<file path="src/rtl/xcvr_cfg_pkg.sv">
package xcvr_cfg_pkg;

    typedef enum logic [2:0] {
        S_IDLE,
        S_INIT,
        S_RXRST,
        S_STG_WR,
        S_STG_POLL,
        S_REFRESH,
        S_HOLDOFF
    } seq_state_e;

    typedef enum logic [1:0] {
        PH_IDLE,
        PH_SETUP,
        PH_ACCESS
    } bus_phase_e;

    typedef struct packed {
        logic [15:0] addr;
        logic [31:0] data;
    } cfg_entry_t;

    typedef struct packed {
        logic        wr;
        logic [15:0] addr;
        logic [31:0] wdata;
    } bus_cmd_t;

    localparam logic [15:0] TABLE_BASE = 16'h0100;
    localparam logic [1:0]  LAST_STAGE = 2'd2;

    function automatic cfg_entry_t table_entry(input int unsigned idx);
        cfg_entry_t e;
        e.addr = TABLE_BASE + 16'(idx * 4);
        e.data = 32'h5A00_0000 | 32'(idx * 32'h0001_0101);
        return e;
    endfunction

    function automatic logic [31:0] stage_code(input logic [1:0] stg);
        return 32'(1) << stg;
    endfunction

endpackage

</file>
<file path="src/rtl/xcvr_cfg_rom.sv">
module xcvr_cfg_rom
    import xcvr_cfg_pkg::*;
#(
    parameter int DEPTH = 8,
    localparam int IW = (DEPTH > 1) ? $clog2(DEPTH) : 1
) (
    input  logic [IW-1:0] idx,
    output cfg_entry_t    entry
);

    cfg_entry_t tbl [DEPTH];

    for (genvar g = 0; g < DEPTH; g++) begin : g_tbl
        assign tbl[g] = table_entry(g);
    end

    always_comb begin
        entry = '0;
        if (int'(idx) < DEPTH) entry = tbl[idx];
    end

endmodule

</file>
<file path="src/rtl/xcvr_apb_master.sv">
module xcvr_apb_master
    import xcvr_cfg_pkg::*;
(
    input  logic        clk,
    input  logic        rst,
    input  logic        go,
    input  bus_cmd_t    cmd,
    output logic        done,
    output logic [31:0] rdata,
    output logic        psel,
    output logic        penable,
    output logic        pwrite,
    output logic [15:0] paddr,
    output logic [31:0] pwdata,
    input  logic [31:0] prdata,
    input  logic        pready
);

    bus_phase_e phase;
    bus_cmd_t   held;

    always_ff @(posedge clk) begin
        if (rst) begin
            phase <= PH_IDLE;
            held  <= '0;
        end else begin
            case (phase)
                PH_IDLE: if (go) begin
                    held  <= cmd;
                    phase <= PH_SETUP;
                end
                PH_SETUP:  phase <= PH_ACCESS;
                PH_ACCESS: if (pready) phase <= PH_IDLE;
                default:   phase <= PH_IDLE;
            endcase
        end
    end

    assign psel    = (phase != PH_IDLE);
    assign penable = (phase == PH_ACCESS);
    assign pwrite  = held.wr;
    assign paddr   = held.addr;
    assign pwdata  = held.wdata;
    assign done    = (phase == PH_ACCESS) && pready;
    assign rdata   = prdata;

endmodule

</file>
<file path="src/rtl/xcvr_cfg_seq.sv">
module xcvr_cfg_seq
    import xcvr_cfg_pkg::*;
#(
    parameter int          N_ENTRIES    = 8,
    parameter int          RST_HOLD     = 6,
    parameter int          LOCK_TIMEOUT = 40,
    parameter int          REFRESH_GAP  = 16,
    parameter logic [15:0] CTRL_ADDR    = 16'h0040,
    parameter logic [15:0] STAT_ADDR    = 16'h0044,
    parameter logic [15:0] TEST_ADDR    = 16'h0048
) (
    input  logic        clk,
    input  logic        rst,
    input  logic        reinit_req,
    input  logic        rxrst_req,
    input  logic        refresh_req,
    output logic        psel,
    output logic        penable,
    output logic        pwrite,
    output logic [15:0] paddr,
    output logic [31:0] pwdata,
    input  logic [31:0] prdata,
    input  logic        pready,
    output logic        init_done,
    output logic        rx_rst,
    output logic        rx_locked,
    output logic        link_ready,
    output logic [31:0] status_word
);

    localparam int IDX_W   = (N_ENTRIES > 1) ? $clog2(N_ENTRIES) : 1;
    localparam int CNT_MAX = (RST_HOLD > LOCK_TIMEOUT)
                           ? ((RST_HOLD > REFRESH_GAP) ? RST_HOLD : REFRESH_GAP)
                           : ((LOCK_TIMEOUT > REFRESH_GAP) ? LOCK_TIMEOUT : REFRESH_GAP);
    localparam int CNT_W   = $clog2(CNT_MAX + 1);

    seq_state_e       state;
    logic [1:0]       stage;
    logic [IDX_W-1:0] idx;
    logic [CNT_W-1:0] cnt;
    logic             wait_bus;
    logic             pend_reinit, pend_rxrst, pend_refresh;
    logic             done_q, locked_q, ready_q;
    logic [31:0]      status_q;

    cfg_entry_t  rom_entry;
    bus_cmd_t    cmd;
    logic        go, bus_done;
    logic [31:0] bus_rdata;
    logic        needs_bus, take_reinit, take_rxrst, use_refresh;

    xcvr_cfg_rom #(.DEPTH(N_ENTRIES)) u_rom (
        .idx   (idx),
        .entry (rom_entry)
    );

    xcvr_apb_master u_bus (
        .clk     (clk),
        .rst     (rst),
        .go      (go),
        .cmd     (cmd),
        .done    (bus_done),
        .rdata   (bus_rdata),
        .psel    (psel),
        .penable (penable),
        .pwrite  (pwrite),
        .paddr   (paddr),
        .pwdata  (pwdata),
        .prdata  (prdata),
        .pready  (pready)
    );

    // Requests are only taken when no transfer is outstanding.
    always_comb begin
        needs_bus   = (state == S_INIT) || (state == S_STG_WR) ||
                      (state == S_STG_POLL) || (state == S_REFRESH);
        take_reinit = !wait_bus && pend_reinit;
        take_rxrst  = !wait_bus && !pend_reinit && pend_rxrst;
        go          = !wait_bus && !pend_reinit && !pend_rxrst && needs_bus;
        use_refresh = (state == S_HOLDOFF) && !pend_reinit && !pend_rxrst && pend_refresh;
    end

    always_comb begin
        cmd = '0;
        case (state)
            S_INIT:     cmd = '{wr: 1'b1, addr: rom_entry.addr, wdata: rom_entry.data};
            S_STG_WR:   cmd = '{wr: 1'b1, addr: CTRL_ADDR, wdata: stage_code(stage)};
            S_STG_POLL: cmd = '{wr: 1'b0, addr: STAT_ADDR, wdata: 32'h0};
            S_REFRESH:  cmd = '{wr: 1'b0, addr: TEST_ADDR, wdata: 32'h0};
            default:    cmd = '0;
        endcase
    end

    always_ff @(posedge clk) begin
        if (rst) begin
            pend_reinit  <= 1'b0;
            pend_rxrst   <= 1'b0;
            pend_refresh <= 1'b0;
        end else begin
            pend_reinit  <= (pend_reinit && !take_reinit) || reinit_req;
            pend_rxrst   <= done_q && !take_reinit &&
                            ((pend_rxrst && !take_rxrst) || rxrst_req);
            pend_refresh <= locked_q && !take_reinit && !take_rxrst &&
                            ((pend_refresh && !use_refresh) || refresh_req);
        end
    end

    always_ff @(posedge clk) begin
        if (rst) begin
            state    <= S_IDLE;
            stage    <= '0;
            idx      <= '0;
            cnt      <= '0;
            wait_bus <= 1'b0;
            done_q   <= 1'b0;
            locked_q <= 1'b0;
            ready_q  <= 1'b0;
            status_q <= '0;
        end else if (take_reinit) begin
            state    <= S_IDLE;
            idx      <= '0;
            done_q   <= 1'b0;
            locked_q <= 1'b0;
            ready_q  <= 1'b0;
            status_q <= '0;
        end else if (take_rxrst) begin
            state    <= S_RXRST;
            cnt      <= '0;
            locked_q <= 1'b0;
            ready_q  <= 1'b0;
        end else begin
            if (go)            wait_bus <= 1'b1;
            else if (bus_done) wait_bus <= 1'b0;

            case (state)
                S_IDLE: begin
                    idx   <= '0;
                    state <= S_INIT;
                end
                S_INIT: if (bus_done) begin
                    if (int'(idx) == N_ENTRIES - 1) begin
                        done_q <= 1'b1;
                        cnt    <= '0;
                        state  <= S_RXRST;
                    end else begin
                        idx <= idx + 1'b1;
                    end
                end
                S_RXRST: begin
                    if (cnt == CNT_W'(RST_HOLD - 1)) begin
                        stage <= '0;
                        state <= S_STG_WR;
                    end else begin
                        cnt <= cnt + 1'b1;
                    end
                end
                S_STG_WR: if (bus_done) begin
                    cnt   <= '0;
                    state <= S_STG_POLL;
                end
                S_STG_POLL: begin
                    if (cnt < CNT_W'(LOCK_TIMEOUT)) cnt <= cnt + 1'b1;
                    if (bus_done) begin
                        if (bus_rdata[stage]) begin
                            if (stage == LAST_STAGE) begin
                                locked_q <= 1'b1;
                                state    <= S_REFRESH;
                            end else begin
                                stage <= stage + 1'b1;
                                state <= S_STG_WR;
                            end
                        end else if (cnt >= CNT_W'(LOCK_TIMEOUT)) begin
                            cnt   <= '0;
                            state <= S_RXRST;
                        end
                    end
                end
                S_REFRESH: if (bus_done) begin
                    status_q <= bus_rdata;
                    ready_q  <= bus_rdata[0];
                    cnt      <= '0;
                    state    <= S_HOLDOFF;
                end
                S_HOLDOFF: begin
                    if (use_refresh || cnt == CNT_W'(REFRESH_GAP - 1)) state <= S_REFRESH;
                    else cnt <= cnt + 1'b1;
                end
                default: state <= S_IDLE;
            endcase
        end
    end

    assign init_done   = done_q;
    assign rx_rst      = (state == S_RXRST);
    assign rx_locked   = locked_q;
    assign link_ready  = ready_q;
    assign status_word = status_q;

endmodule

</file>
<file path="config.mk">
export PLATFORM = sky130hd
export DESIGN_NAME = xcvr_cfg_seq
export DESIGN_NICKNAME = d
export VERILOG_FILES = /design/src/rtl/xcvr_cfg_pkg.sv /design/src/rtl/xcvr_cfg_rom.sv /design/src/rtl/xcvr_apb_master.sv /design/src/rtl/xcvr_cfg_seq.sv
export SDC_FILE = /design/constraint.sdc
export NUM_CORES = 1
export LEC_CHECK = 0
export ABC_AREA = 1
export BUFFER_PORTS_ARGS = -buffer_cell sky130_fd_sc_hd__buf_2
export CAP_MARGIN = 30
export CELL_PAD_IN_SITES_DETAIL_PLACEMENT = 0
export CELL_PAD_IN_SITES_GLOBAL_PLACEMENT = 1
export CORE_UTILIZATION = 31
export CTS_BUF_LIST = sky130_fd_sc_hd__clkbuf_8 sky130_fd_sc_hd__clkbuf_16
export DETAILED_ROUTE_END_ITERATION = 8
export GPL_TIMING_DRIVEN = 0
export PLACE_DENSITY_LB_ADDON = 0.15
export SLEW_MARGIN = 10
export SYNTH_ARGS = -nofsm -noshare
export SYNTH_HDL_FRONTEND = slang
export SYNTH_SLANG_ARGS = --single-unit
</file>
<file path="constraint.sdc">
create_clock -name clk -period 1.6 [get_ports clk]
set_clock_uncertainty 0.15 [all_clocks]
set_input_delay 0.08 -clock clk [delete_from_list [all_inputs] [get_ports clk]]
set_output_delay 0.08 -clock clk [all_outputs]
set_load 0.01 [all_outputs]
</file>
==> results.json <==
{
  "outcome": "finished, violations left",
  "violations": "setup timing",
  "ys_ff_latch": 67,
  "netlist_area_um2": 3580,
  "ant_nets": 0,
  "setup_viol": 10,
  "drive_gt1_frac": 0.421,
  "tightest_slew_ps": 753,
  "synth.largest_area_cell": "dfxtp_1",
  "final_util": 0.512,
  "dp_hpwl_um": 7170,
  "setup_tns_ps": -1020,
  "max_clock_freq_mhz": 577,
  "synth_cell_types": 37,
  "ios": 125,
  "netlist_top_cells_area": "dfxtp_1 37%, nor2_1 11%, buf_4 7.8%, o21ai_0 7.3%, nand2_1 6.8%",
  "syn_avg_cell_area_um2": 7.16,
  "cp.arrival_ps": 1840,
  "drc": 0,
  "maxCapViolCount": 0,
  "p_leak_nw": 2.66,
  "layout_common_cells": "98 x buf_2, 93 x nor2_1, 71 x buf_4",
  "track_usage": 0.179,
  "synth_top_area_frac": 0.375,
  "grt_max_degree": 13,
  "antenna_cells": 0,
  "start_util": 0.325,
  "crit_required_ps": 1710,
  "die_w_um": 109,
  "grt_pass1_vias": 3499,
  "end_kind": "flop",
  "wire_per_inst_um": 12.3,
  "nets": 755,
  "drv_slew": 0,
  "finalCritPeriodShare": 1.08,
  "drt-initial-drc-count": 150,
  "grt_overflow": 0,
  "antenna_found_initial": 0,
  "critPathLaunchType": "flop",
  "hold_class": "in2reg",
  "power.density_nw_per_um2": 1100,
  "crit_type": "reg2reg",
  "grt_pass1_wl_um": 16600,
  "cts_root_buf": "clkbuf_16",
  "vias_per_cell": 4.49,
  "clk_pin_slew_ps": 60,
  "rsz0062_at_grt": "true",
  "stdcell_area_um2": 5650,
  "setup_ws_ps": -132,
  "cp_common_cell": "nand2_2",
  "gp_congestion": 0.814,
  "vdd_drop_max_v": 0.000768,
  "cts_buffers": 9,
  "clkLatencyLatePin_ps": 330,
  "crit_slowest_cell": "dfxtp_2",
  "numPortBuffers": 95,
  "dp_slack_ps": -307,
  "dp_cells": 763,
  "vias": 3834,
  "critPathMaxFanout": 5,
  "ys_warn_count": 0,
  "final_common_cell": "buf_2",
  "hold_viol_final": 0,
  "crit_chain": "ha_4 -> ha_4 -> nand2_2 -> nand2_2 -> inv_2 -> nor2_2 -> nand2_2 -> nor2_4 -> nand2_4 -> nor2_8 -> nand2_2 -> a21oi_2",
  "cts_tree": "built",
  "totalWireLength_um": 10500,
  "dieArea_um2": 12000,
  "cts.sinks": 67,
  "placed_area_um2": 4370,
  "syn_inst": 500,
  "std_cell_rows": 38,
  "slew_headroom": 0.498,
  "ys_seq_area_frac": 0.375,
  "core_area_um2": 11000,
  "h-tree-depth": 3,
  "first_pass_iters": 5,
  "worst_path_largest_cell_delay_ps": 350,
  "min_period_ps": 1730,
  "final_cells": 853,
  "clockBufferDepth": 2,
  "dieHeight_um": 109,
  "syn2layout_area_growth_pct": 57.8
}
==> cell families after synthesis <==
group | share of synthesized area
buf+inv | 0.142
compound gates | 0.140
other cells | 0.00105
fa+ha+maj | 0.0315
flops | 0.375
xor+xnor | 0.00489
simple gates | 0.306
==> critical path, delay by kind of cell, from the launching register on <==
| family | cells | cell delay, ps |
|---|---|---|
| flip-flops | 1 | 350 |
| AND/OR/NAND/NOR | 8 | 720 |
| adder cells (fa/ha/maj) | 2 | 280 |
| buffers and inverters | 1 | 40 |
| AO/OA/AOI/OAI | 1 | 110 |
==> metrics by stage <==
| stage | hold slack (ps) | total power [W] |
|---|---|---|
| 2_1_floorplan | -0.586 | 0.00315 |
| 3_3_place_gp | 148 | 0.00359 |
| 3_5_place_dp | 162 | 0.00361 |
| 4_1_cts | 122 | 0.00597 |
| 5_1_grt | 184 | 0.00659 |
| 6_report | 165 | 0.00623 |
==> sequential cells by signal, indices dropped and copies added (netlist names), 2 cells and up <==
name	count
u_bus.pwdata	8
state	3
status_word	32
idx	3
cnt	6
stage	2
u_bus.paddr	3
u_bus.phase	2
==> area by class of cell <==
class	instances	area [um^2]
timing repair buffer	169	1140
clock inverter	6	63.8
inverter	38	165
buffer	53	420
tap	140	175
fill	1100	5380
multi-input combinational	370	2080
clock buffer	10	239
sequential	67	1370
==> final timing paths <==
check	startpoint	depth (start not counted)	end	slack (ps)
worst max register to register	idx[0]	12	cnt[2]	-130
worst min register to register	u_bus.paddr[6]	2	u_bus.paddr[6]	310
worst min-delay path	pready	6	idx[0]	160
worst max-delay path	idx[0]	12	cnt[2]	-130
==> repair_timing <==
action | CTS | global route
endpoints found under the setup margin | 56 | 56
cloned | 0 | 1
hold buffers | 37 | 0
gates resized for setup | 73 | 69
hold endpoints to repair | 37 | 0
setup buffers | 20 | 16
pin swaps | 18 | 10
==> cell usage after synthesis (all sizes together) <==
cell,n
buf,47
xor2,1
o21bai,2
a31oi,1
clkbuf,6
o21ai,57
inv,36
xnor2,1
nand4,3
nor3,4
nand2,78
dfxtp,67
o21a,1
a32oi,1
clkinv,2
o211ai,1
nand3,43
o211a,2
ha,9
a21oi,24
conb,1
nor2,113
==> report_power, final <==
part / internal, W / switching, W
Clock: 0.00125 / 0.000785
Combinational: 0.000988 / 0.00126
Sequential: 0.00180 / 0.000140
Total: 0.00404 / 0.00219
==> routing by layer <==
layer / track usage / up-vias / share of wire
met5: 0 / - / 0
met4: 0.0771 / 0 / 0.019
met3: 0.0468 / 16 / 0.058
met2: 0.292 / 120 / 0.46
met1: 0.221 / 1724 / 0.46
li1: - / 1974 / -
No activity file was read; power rests on OpenSTA's default activity.
